**src/rtl/secam_seq_pkg.sv**
```systemverilog
package secam_seq_pkg;

    typedef enum logic [1:0] {
        TUNE_LINE     = 2'b00,
        TUNE_LINE_ID  = 2'b01,
        TUNE_XTAL     = 2'b10,
        TUNE_XTAL_ALT = 2'b11
    } tune_e;

    typedef struct packed {
        logic sel_red;
        logic gate_r;
        logic gate_b;
        logic ident;
    } chan_st_t;

endpackage

```
**src/rtl/ref_line_div.sv**
```systemverilog
module ref_line_div #(
    parameter int DIV = 272
) (
    input  logic clk,
    input  logic rst_n,
    input  logic tick,
    output logic pulse
);
    localparam int CW = $clog2(DIV);

    typedef struct packed {
        logic [CW-1:0] cnt;
        logic          pulse;
    } div_st_t;

    div_st_t st_d, st_q;

    always_comb begin
        st_d       = st_q;
        st_d.pulse = 1'b0;
        if (tick) begin
            if (st_q.cnt == CW'(DIV - 1)) begin
                st_d.cnt   = '0;
                st_d.pulse = 1'b1;
            end else begin
                st_d.cnt = st_q.cnt + CW'(1);
            end
        end
    end

    always_ff @(posedge clk) begin
        if (!rst_n) st_q <= '0;
        else        st_q <= st_d;
    end

    assign pulse = st_q.pulse;

    // a line pulse is a single clock wide
    p_pulse_single_r8: assert property (@(posedge clk) disable iff (!rst_n)
        pulse |=> !pulse);

endmodule

```
**src/rtl/phase_seq.sv**
```systemverilog
module phase_seq #(
    parameter int PHASE_LEN = 3,
    parameter int CAL_LINES = 2
) (
    input  logic clk,
    input  logic rst_n,
    input  logic step,
    input  logic vblank,
    output logic flip,
    output logic cal_red,
    output logic cal_blue
);
    localparam int PW   = $clog2(PHASE_LEN);
    localparam int CALT = 2 * CAL_LINES;
    localparam int QW   = $clog2(CALT + 1);

    typedef struct packed {
        logic [PW-1:0] cnt;
        logic          vinv;
        logic          seen;
        logic [QW-1:0] pos;
        logic          flip;
        logic          cal_r;
        logic          cal_b;
    } ph_st_t;

    ph_st_t st_d, st_q;
    logic   first_blank;

    always_comb begin
        st_d        = st_q;
        first_blank = 1'b0;
        if (!vblank) st_d.seen = 1'b0;
        if (step) begin
            first_blank = vblank && !st_q.seen;
            st_d.seen   = vblank;
            if (first_blank) begin
                st_d.vinv = ~st_q.vinv;
                st_d.pos  = QW'(1);
            end else if (st_q.pos != '0) begin
                st_d.pos = (st_q.pos == QW'(CALT)) ? '0 : st_q.pos + QW'(1);
            end
            st_d.flip  = (st_q.cnt == PW'(PHASE_LEN - 1)) ^ st_d.vinv;
            st_d.cnt   = (st_q.cnt == PW'(PHASE_LEN - 1)) ? '0 : st_q.cnt + PW'(1);
            st_d.cal_r = (st_d.pos != '0) && (st_d.pos <= QW'(CAL_LINES));
            st_d.cal_b = (st_d.pos > QW'(CAL_LINES));
        end
    end

    always_ff @(posedge clk) begin
        if (!rst_n) st_q <= '0;
        else        st_q <= st_d;
    end

    assign flip     = st_q.flip;
    assign cal_red  = st_q.cal_r;
    assign cal_blue = st_q.cal_b;

    // the phase flag moves only with a line step
    p_flip_hold_r3: assert property (@(posedge clk) disable iff (!rst_n)
        !step |=> $stable(flip));
    // the red and blue windows never overlap
    p_cal_excl_r5: assert property (@(posedge clk) disable iff (!rst_n)
        !(cal_red && cal_blue));
    // the first blanking step opens the red window
    p_cal_start_r5: assert property (@(posedge clk) disable iff (!rst_n)
        (step && vblank && !st_q.seen) |=> cal_red);

endmodule

```
**src/rtl/chan_sel.sv**
```systemverilog
module chan_sel
    import secam_seq_pkg::*;
(
    input  logic  clk,
    input  logic  rst_n,
    input  logic  step,
    input  logic  ext_rst,
    input  logic  kill,
    input  logic  vblank,
    input  tune_e mode,
    output logic  sel_red,
    output logic  gate_r,
    output logic  gate_b,
    output logic  ident
);
    chan_st_t st_d, st_q;

    always_comb begin
        st_d = st_q;
        if (ext_rst) begin
            st_d.sel_red = 1'b1;
            st_d.gate_r  = !kill;
            st_d.gate_b  = 1'b0;
        end else if (step) begin
            st_d.sel_red = ~st_q.sel_red;
            st_d.gate_r  = !kill && !st_q.sel_red;
            st_d.gate_b  = !kill && st_q.sel_red;
        end
        if (step) st_d.ident = (mode == TUNE_LINE_ID) && vblank;
        if (mode != TUNE_LINE_ID) st_d.ident = 1'b0;
    end

    always_ff @(posedge clk) begin
        if (!rst_n) st_q <= '{sel_red: 1'b1, gate_r: 1'b0, gate_b: 1'b0, ident: 1'b0};
        else        st_q <= st_d;
    end

    assign sel_red = st_q.sel_red;
    assign gate_r  = st_q.gate_r;
    assign gate_b  = st_q.gate_b;
    assign ident   = st_q.ident;

    // every step without an external reset alternates the channel
    p_sel_toggle_r1: assert property (@(posedge clk) disable iff (!rst_n)
        (step && !ext_rst) |=> (sel_red != $past(sel_red)));
    // external reset lands on red
    p_ext_red_r2: assert property (@(posedge clk) disable iff (!rst_n)
        ext_rst |=> sel_red);
    // kill blanks both gates
    p_kill_gates_r7: assert property (@(posedge clk) disable iff (!rst_n)
        (step && kill) |=> (!gate_r && !gate_b));
    // identification only in its own mode
    p_ident_mode_r6: assert property (@(posedge clk) disable iff (!rst_n)
        (mode != TUNE_LINE_ID) |=> !ident);

endmodule

```
**src/rtl/secam_line_seq.sv**
```systemverilog
module secam_line_seq
    import secam_seq_pkg::*;
#(
    parameter int DIV_B     = 272,
    parameter int DIV_R     = 282,
    parameter int PHASE_LEN = 3,
    parameter int CAL_LINES = 2
) (
    input  logic       clk,
    input  logic       rst_n,
    input  logic       line_stb,
    input  logic       vblank,
    input  logic       ext_half_rst,
    input  logic       colour_kill,
    input  logic [1:0] tune_mode,
    input  logic       ref_b_tick,
    input  logic       ref_r_tick,
    output logic       sel_red,
    output logic       gate_red,
    output logic       gate_blue,
    output logic       phase_flip,
    output logic       cal_red,
    output logic       cal_blue,
    output logic       ident_en,
    output logic       line_ref_b,
    output logic       line_ref_r
);
    localparam int NDIV = 2;
    localparam int DIVS [NDIV] = '{DIV_B, DIV_R};

    logic [NDIV-1:0] ref_tick;
    logic [NDIV-1:0] ref_line;
    tune_e           mode;
    logic            xtal;
    logic            step;

    assign ref_tick = {ref_r_tick, ref_b_tick};
    assign mode     = tune_e'(tune_mode);

    for (genvar g = 0; g < NDIV; g++) begin : g_div
        ref_line_div #(.DIV(DIVS[g])) i_div (
            .clk   (clk),
            .rst_n (rst_n),
            .tick  (ref_tick[g]),
            .pulse (ref_line[g])
        );
    end

    always_comb begin
        xtal = tune_mode[1];
        step = xtal ? ref_line[0] : line_stb;
    end

    phase_seq #(.PHASE_LEN(PHASE_LEN), .CAL_LINES(CAL_LINES)) i_phase (
        .clk      (clk),
        .rst_n    (rst_n),
        .step     (step),
        .vblank   (vblank),
        .flip     (phase_flip),
        .cal_red  (cal_red),
        .cal_blue (cal_blue)
    );

    chan_sel i_chan (
        .clk     (clk),
        .rst_n   (rst_n),
        .step    (step),
        .ext_rst (ext_half_rst),
        .kill    (colour_kill),
        .vblank  (vblank),
        .mode    (mode),
        .sel_red (sel_red),
        .gate_r  (gate_red),
        .gate_b  (gate_blue),
        .ident   (ident_en)
    );

    assign line_ref_b = ref_line[0];
    assign line_ref_r = ref_line[1];

    // in crystal mode a lone line strobe leaves the channel select alone
    p_xtal_stb_r9: assert property (@(posedge clk) disable iff (!rst_n)
        (xtal && line_stb && !line_ref_b && !ext_half_rst) |=> $stable(sel_red));

endmodule

```
**config.mk**
```make
export PLATFORM = sky130hd
export DESIGN_NAME = secam_line_seq
export DESIGN_NICKNAME = d
export VERILOG_FILES = /design/src/rtl/secam_seq_pkg.sv /design/src/rtl/ref_line_div.sv /design/src/rtl/phase_seq.sv /design/src/rtl/chan_sel.sv /design/src/rtl/secam_line_seq.sv
export SDC_FILE = /design/constraint.sdc
export NUM_CORES = 1
export LEC_CHECK = 0
export BUFFER_PORTS_ARGS = -buffer_cell sky130_fd_sc_hd__clkbuf_2
export CELL_PAD_IN_SITES_DETAIL_PLACEMENT = 1
export CELL_PAD_IN_SITES_GLOBAL_PLACEMENT = 2
export CORE_UTILIZATION = 37
export DETAILED_ROUTE_END_ITERATION = 12
export GPL_TIMING_DRIVEN = 0
export PLACE_DENSITY_LB_ADDON = 0.1
export SYNTH_ARGS = -nofsm -noshare
export SYNTH_HDL_FRONTEND = slang
export SYNTH_SLANG_ARGS = --single-unit
export TNS_END_PERCENT = 5
```
**constraint.sdc**
```tcl
create_clock -name clk -period 2.3 [get_ports clk]
set_input_delay 0.345 -clock clk [delete_from_list [all_inputs] [get_ports clk]]
set_output_delay 0.345 -clock clk [all_outputs]
set_load 0.1 [all_outputs]
```
==> Flow_metrics.wiki, run 1 <==
{| class="wikitable"
! Metric !! Value
|-
| End-of-flow core utilization || 0.450
|-
| Mean cell area of the mapped netlist || 8.94 um^2
|-
| # DRC || 0
|-
| Worst endpoint required time || 2.46 ns
|-
| Most frequent cells in the layout || 34 x dfxtp_1, 18 x a21oi_1, 17 x clkbuf_2, 15 x nand2_1, 13 x nor2_1
|-
| Number of synthesized register bits || 34
|-
| Synth Area in Compound Gates || 0.140
|-
| First drt pass iteration count || 3
|-
| Maximum number of buffers from clock root to sink || 2
|-
| Power per cell area || roughly 670 mW/mm^2
|-
| Final nets || between 200 and 250
|-
| Global-route wire length before repair || about 6.2 mm
|-
| Iteration-0 DRC Markers || 27
|-
| Setup TNS || 0 ns
|-
| Sink count of the clock tree || 34
|-
| Peak supply drop || 0.000419 V
|-
| Total routing resource utilization after global routing || 0.189
|-
| Dominant combinational cell family by area after synthesis || simple AND/OR/NAND/NOR gates
|-
| Post-detailed-routing wire length || around 3.8 mm
|-
| Leakage power || between 0.6 and 0.7 nW
|-
| Maximum clock frequency || just under 600 MHz
|-
| Effective utilization at floorplan || 0.391
|-
| Launching element type of the critical path || register
|-
| Placer's final routability congestion estimate || approximately 0.70
|-
| Start-to-end type of the worst setup path || register to register
|-
| Period utilization || 0.734
|-
| Setup repair after global routing missed its margin || no
|-
| Cell Rows || 23
|-
| Maximum number of pins on one net before global-route repair || 11
|-
| Worst skew pair latency || just under 0.3 ns
|-
| Post-detail-place hpwl || about 2.8 mm
|-
| Antenna violations before repair || 0
|-
| Maximum level of the CTS H-tree || 2
|-
| Average wire length per cell after detail routing || 15.0 um
|-
| Num ports || 19
|-
| Most frequent standard cell in the layout excluding fill and tap cells || dfxtp_1
|-
| Number of enable flip-flop cells after synthesis || 0
|-
| Clock transition at path regs || about 0.07 ns
|-
| Multiplexer fraction of the synthesized cell area || 0.0278
|-
| Share of flip-flops with an asynchronous set or reset after synthesis || 0
|-
| Min-Delay Path Class || primary input to register
|-
| Run status || complete, no violations
|-
| Cell at the root of the clock tree || clkbuf_8
|-
| Port Buf Inserts || 17
|-
| Final Critical Period || between 1.5 and 2 ns
|-
| Area of the die || 0.00452 mm^2
|-
| Area of the mapped netlist || ~0.0016 mm^2
|-
| Most common flop cell mapped by yosys || dfxtp_1
|-
| Horiz. Die Dim || 67.2 um
|-
| Height of the die || 67.2 um
|-
| Total clock buffers created by CTS || 5
|-
| Critical path arrival || about 1.8 ns
|-
| Number of pins exceeding their max-slew limit in the final report || 0
|-
| # hold bufs at CTS || 0
|-
| Peak fanout along the critical path || 8
|-
| Count of final hold-check violations || 0
|-
| Setup violations, final || 0
|-
| Vias in the first global route || 1350
|-
| Fraction of final layout cells sized beyond drive strength 1 || 0.169
|-
| Antenna diodes || 0
|-
| Sequential-to-total area share from yosys stat || 0.432
|-
| TritonCTS clock tree || done
|-
| Core Area || just over 0.004 mm^2
|-
| Mapped Nets || between 150 and 200
|-
| Number of filler cells placed in the layout || 509
|-
| Top area cells in the synthesized netlist || dfxtp_1 43%, a21oi_1 5.7%, ha_1 4.8%
|-
| Share of the synthesized area in the top cell type || 0.432
|-
| Number of distinct standard cells referenced by the synthesized netlist || between 40 and 50
|-
| Xor/xnor share of the synthesized area || 0.0723
|-
| Fraction of the mapped netlist area in adder cells || 0.0477
|-
| Kind of end point of the critical path || register
|-
| Top cell type by total area after synthesis || dfxtp_1
|-
| Overall power after layout || ~1.2 mW
|-
| Count of max-cap constraint violations || 0
|-
| Max_slew headroom || 0.616
|-
| Warnings from Yosys || 0
|-
| Slew at the pin with the worst max-slew slack || approximately 0.57 ns
|-
| Via Count || around 1300
|-
| Number of nets still failing antenna checks after routing || 0
|-
| Signed area change from the synthesized netlist to the final layout || 15.2%
|-
| Synthesized-area fraction occupied by and/or/nand/nor cells || 0.250
|-
| Buffers inserted by post-CTS timing repair || 0
|-
| Global-route congestion overflow total || 0
|-
| Via density || between 5 and 6
|-
| Clock tree skew after final layout || 0.00480 ns
|-
| Number of instances in the synthesized netlist || ~180
|-
| Post-cts repair resize count || 0
|}
## through the flow
step	instance area (um^2)	setup WS (ns)	hold slack, ns	cells
6_report	1810	0.612	0.273	251
5_1_grt	1810	0.377	0.272	251
4_1_cts	1810	0.597	0.263	251
3_5_place_dp	1720	0.509	0.455	243
3_3_place_gp	1720	0.532	0.441	243
2_1_floorplan	1570	0.494	0.423	176
## final cells by class
type,instances,area [um^2],area share
timing repair buffer,17,85.1,0.0469
inverter,6,22.5,0.0124
clock inverter,1,5.00,0.00276
tap,50,62.6,0.0345
multi-input combinational,131,846,0.467
sequential,34,681,0.375
clock buffer,7,86.3,0.0476
buffer,5,25.0,0.0138
## layer usage
metal	GRT usage	part of all wire	routed length, um
met5	0	0	0
met4	0.0798	0.015	56
met3	0.0557	0.030	112
met2	0.340	0.51	1930
met1	0.203	0.44	1660
## worst paths after layout
kind                           from                      to  slack, ns  cells after the start
max          g_div[1].i_div.st_q[1]  g_div[1].i_div.st_q[4]       0.61                      5
min                    ext_half_rst           i_chan.gate_b       0.27                      2
max reg2reg  g_div[1].i_div.st_q[1]  g_div[1].i_div.st_q[4]       0.61                      5
min reg2reg         i_phase.cal_red         i_phase.cal_red       0.47                      2
## worst max-delay path: stages (launching register included)
cell and delay [ns]:
dfxtp_1 0.40, ha_1 0.18, nor4b_1 0.28, nand3b_1 0.32
o211ai_1 0.28, a21oi_1 0.09
## kinds of logic (layout without fill, tap and decap cells)
logic type / after synthesis / in the layout
buffers and inverters: 11 / 36
AOI/OAI and AO/OA: 36 / 36
muxes: 3 / 3
adders and majority gates: 6 / 6
DFF: 34 / 34
xor gates and xnor gates: 13 / 13
and+or+nand+nor: 73 / 73
## synth_stat cells, types with 3 or more instances
cell type and number:
a21oi_1 18, dfxtp_1 34, ha_1 6, inv_1 6, nand2_1 15, nand2b_1 5
nand3_1 7, nand3b_1 3, nor2_1 13, nor3_1 7, o21ai_0 3, or3_1 5
xnor2_1 8, xor2_1 5
## report_power, final
group	switching (mW)	internal (mW)
registers	0.0150	0.607
logic	0.0952	0.0440
clock network	0.213	0.241
total	0.323	0.892
## state kept, by name, indices dropped and copies added, names as in the netlist
signal             cells
i_chan.gate_r          1
i_phase.st_q           7
g_div.i_div.st_q      18
i_chan.sel_red         1
g_div.i_div.pulse      2
i_phase.cal_blue       1
i_chan.ident           1
i_chan.gate_b          1
i_phase.cal_red        1
i_phase.flip           1
No activity file was read; power rests on OpenSTA's default activity.
==> inputs of run 2 (changes only) <==
--- a/config.mk
+++ b/config.mk
@@ -8,7 +8,7 @@
 export BUFFER_PORTS_ARGS = -buffer_cell sky130_fd_sc_hd__clkbuf_2
 export CELL_PAD_IN_SITES_DETAIL_PLACEMENT = 1
 export CELL_PAD_IN_SITES_GLOBAL_PLACEMENT = 2
-export CORE_UTILIZATION = 37
+export CORE_UTILIZATION = 31
 export DETAILED_ROUTE_END_ITERATION = 12
 export GPL_TIMING_DRIVEN = 0
 export PLACE_DENSITY_LB_ADDON = 0.1
==> constraint.sdc (replaced) <==
create_clock -name clk -period 1.5 [get_ports clk]
set_input_delay 0.225 -clock clk [delete_from_list [all_inputs] [get_ports clk]]
set_output_delay 0.225 -clock clk [all_outputs]
set_load 0.1 [all_outputs]
==> run 2 against run 1 <==
- sequential share of layout area shrank 1.3 points
- die area grew 19%
- via count grew 0.45%
- largest power group unchanged
==> Flow_metrics.wiki, run 2 (synthesis gave the netlist of run 1 again) <==
{| class="wikitable"
! Metric !! Value
|-
| Run status || complete, no violations
|-
| Most frequent standard cell in the layout excluding fill and tap cells || dfxtp_1
|-
| Iteration-0 DRC Markers || 31
|-
| Horiz. Die Dim || about 73 um
|-
| Average wire length per cell after detail routing || 13.9 um
|-
| Count of max-cap constraint violations || 0
|-
| Via Count || about 1300
|-
| Non-filler cells in the finished layout || between 200 and 300
|-
| # DRC || 0
|-
| Number of pins exceeding their max-slew limit in the final report || 0
|-
| End-of-flow core utilization || 0.395
|-
| Worst endpoint required time || between 1.5 and 2 ns
|-
| Sink count of the clock tree || 34
|-
| Min-Delay Path Class || primary input to register
|-
| Dpl cells || 260
|-
| Cell Rows || 25
|-
| Setup TNS || 0 ns
|-
| Maximum number of buffers from clock root to sink || 2
|-
| Clock transition at path regs || roughly 0.07 ns
|-
| Hold slack || between 0.1 and 0.15 ns
|-
| Count of final hold-check violations || 0
|-
| Total clock buffers created by CTS || 5
|-
| Setup violations, final || 0
|-
| Signed area change from the synthesized netlist to the final layout || 21.0%
|-
| Peak fanout along the critical path || 4
|-
| Slew at the pin with the worst max-slew slack || 0.545 ns
|-
| Post-detail-place hpwl || between 2 and 3 mm
|-
| Number of nets still failing antenna checks after routing || 0
|-
| Worst skew pair latency || 0.28 ns
|-
| Least setup slack across all paths after layout || ~0.048 ns
|-
| Cell at the root of the clock tree || clkbuf_8
|-
| Post-detailed-routing wire length || about 3.7 mm
|-
| Kind of end point of the critical path || register
|-
| Clock tree skew after final layout || 0.00412 ns
|-
| Max reg flops || 18
|-
| Peak supply drop || roughly 0.00047 V
|-
| Critical path arrival || 1.67 ns
|-
| Maximum level of the CTS H-tree || 2
|-
| TritonCTS clock tree || done
|-
| Effective utilization at floorplan || 0.327
|-
| Placer's final routability congestion estimate || around 0.77
|-
| Power per cell area || approximately 990 mW/mm^2
|-
| Via density || roughly 5.0
|-
| Maximum number of pins on one net before global-route repair || 11
|-
| Top reg by flops || g_div.i_div.st_q
|-
| # hold bufs at CTS || 0
|-
| First drt pass iteration count || 4
|-
| Global-route congestion overflow total || 0
|-
| Max_slew headroom || 0.638
|-
| Vias in the first global route || around 1400
|-
| Antenna violations before repair || 0
|-
| Maximum clock frequency || a little under 700 MHz
|-
| Area of the die || 0.00537 mm^2
|-
| Final Critical Period || between 1 and 1.5 ns
|-
| Height of the die || between 70 and 80 um
|-
| Total routing resource utilization after global routing || 0.161
|-
| Most frequent cells in the layout || 30 x dfxtp_1, 18 x a21oi_1, 17 x clkbuf_2, 15 x nand2_1, 13 x nor2_1
|-
| Start-to-end type of the worst setup path || register to register
|-
| Port Buf Inserts || 17
|-
| Final nets || approximately 220
|-
| Launching element type of the critical path || register
|-
| Setup repair after global routing missed its margin || yes
|-
| Global-route wire length before repair || about 6.4 mm
|-
| Core Area || ~0.0048 mm^2
|-
| Post-Place Setup Slack || -0.234 ns
|-
| Num ports || 19
|-
| Fraction of final layout cells sized beyond drive strength 1 || 0.218
|-
| Antenna diodes || 0
|-
| Leakage power || roughly 0.69 nW
|-
| Period utilization || 0.968
|}
-- run 2: changes by cell type in the layout (fill, tap and decap cells not counted), sizes merged --
cell and change:
buf +1
-- run 2: final timing paths --
path / from / to / slack [ns] / cells past startpoint
worst max-delay path: g_div[1].i_div.st_q[1] / g_div[1].i_div.st_q[9] / 0.05 / 5
worst max register to register: g_div[1].i_div.st_q[1] / g_div[1].i_div.st_q[9] / 0.05 / 5
worst min register to register: i_phase.cal_red / i_phase.cal_red / 0.46 / 2
worst min-delay path: ext_half_rst / i_chan.gate_b / 0.15 / 2
-- run 2: power by group --
part           switching (mW)  internal (mW)
combinational           0.149         0.0768
clock                   0.331          0.370
sequential             0.0276          0.931
-- run 2: what timing repair did --
action,4_1_cts,5_1_grt
resized for setup,3,11
buffers inserted,1,0
cloned,0,0
setup endpoints to repair,9,16
pin swaps,1,3
-- run 2: layout make-up --
type / instances / area (um^2)
Clock buffer: 7 / 86.3
Timing Repair Buffer: 18 / 96.3
Fill cell: 596 / 2910
Sequential cell: 34 / 691
Inverter: 6 / 25.0
Buffer: 5 / 25.0
Tap cell: 67 / 83.8
Clock inverter: 1 / 5.00
Multi-Input combinational cell: 131 / 892
-- run 2: critical path, stage by stage, from the launching register on --
cell and delay (ns):
dfxtp_4 0.39, ha_4 0.15, nand3_2 0.08, or2_0 0.25
or4_1 0.41, o21ai_1 0.09
-- run 2: through the flow --
step | area (um^2) | total power [mW]
6_report | 1900 | 1.89
4_1_cts | 1850 | 1.91
5_1_grt | 1900 | 1.99
2_1_floorplan | 1580 | 1.13
3_3_place_gp | 1750 | 1.18
3_5_place_dp | 1750 | 1.19
-- run 2: per-layer routing --
metal,routed length (um),vias to the layer above,GRT usage
met5,0,-,0
met4,63,0,0.0719
met3,107,7,0.0412
met2,1760,21,0.270
met1,1800,638,0.193
li1,-,668,-
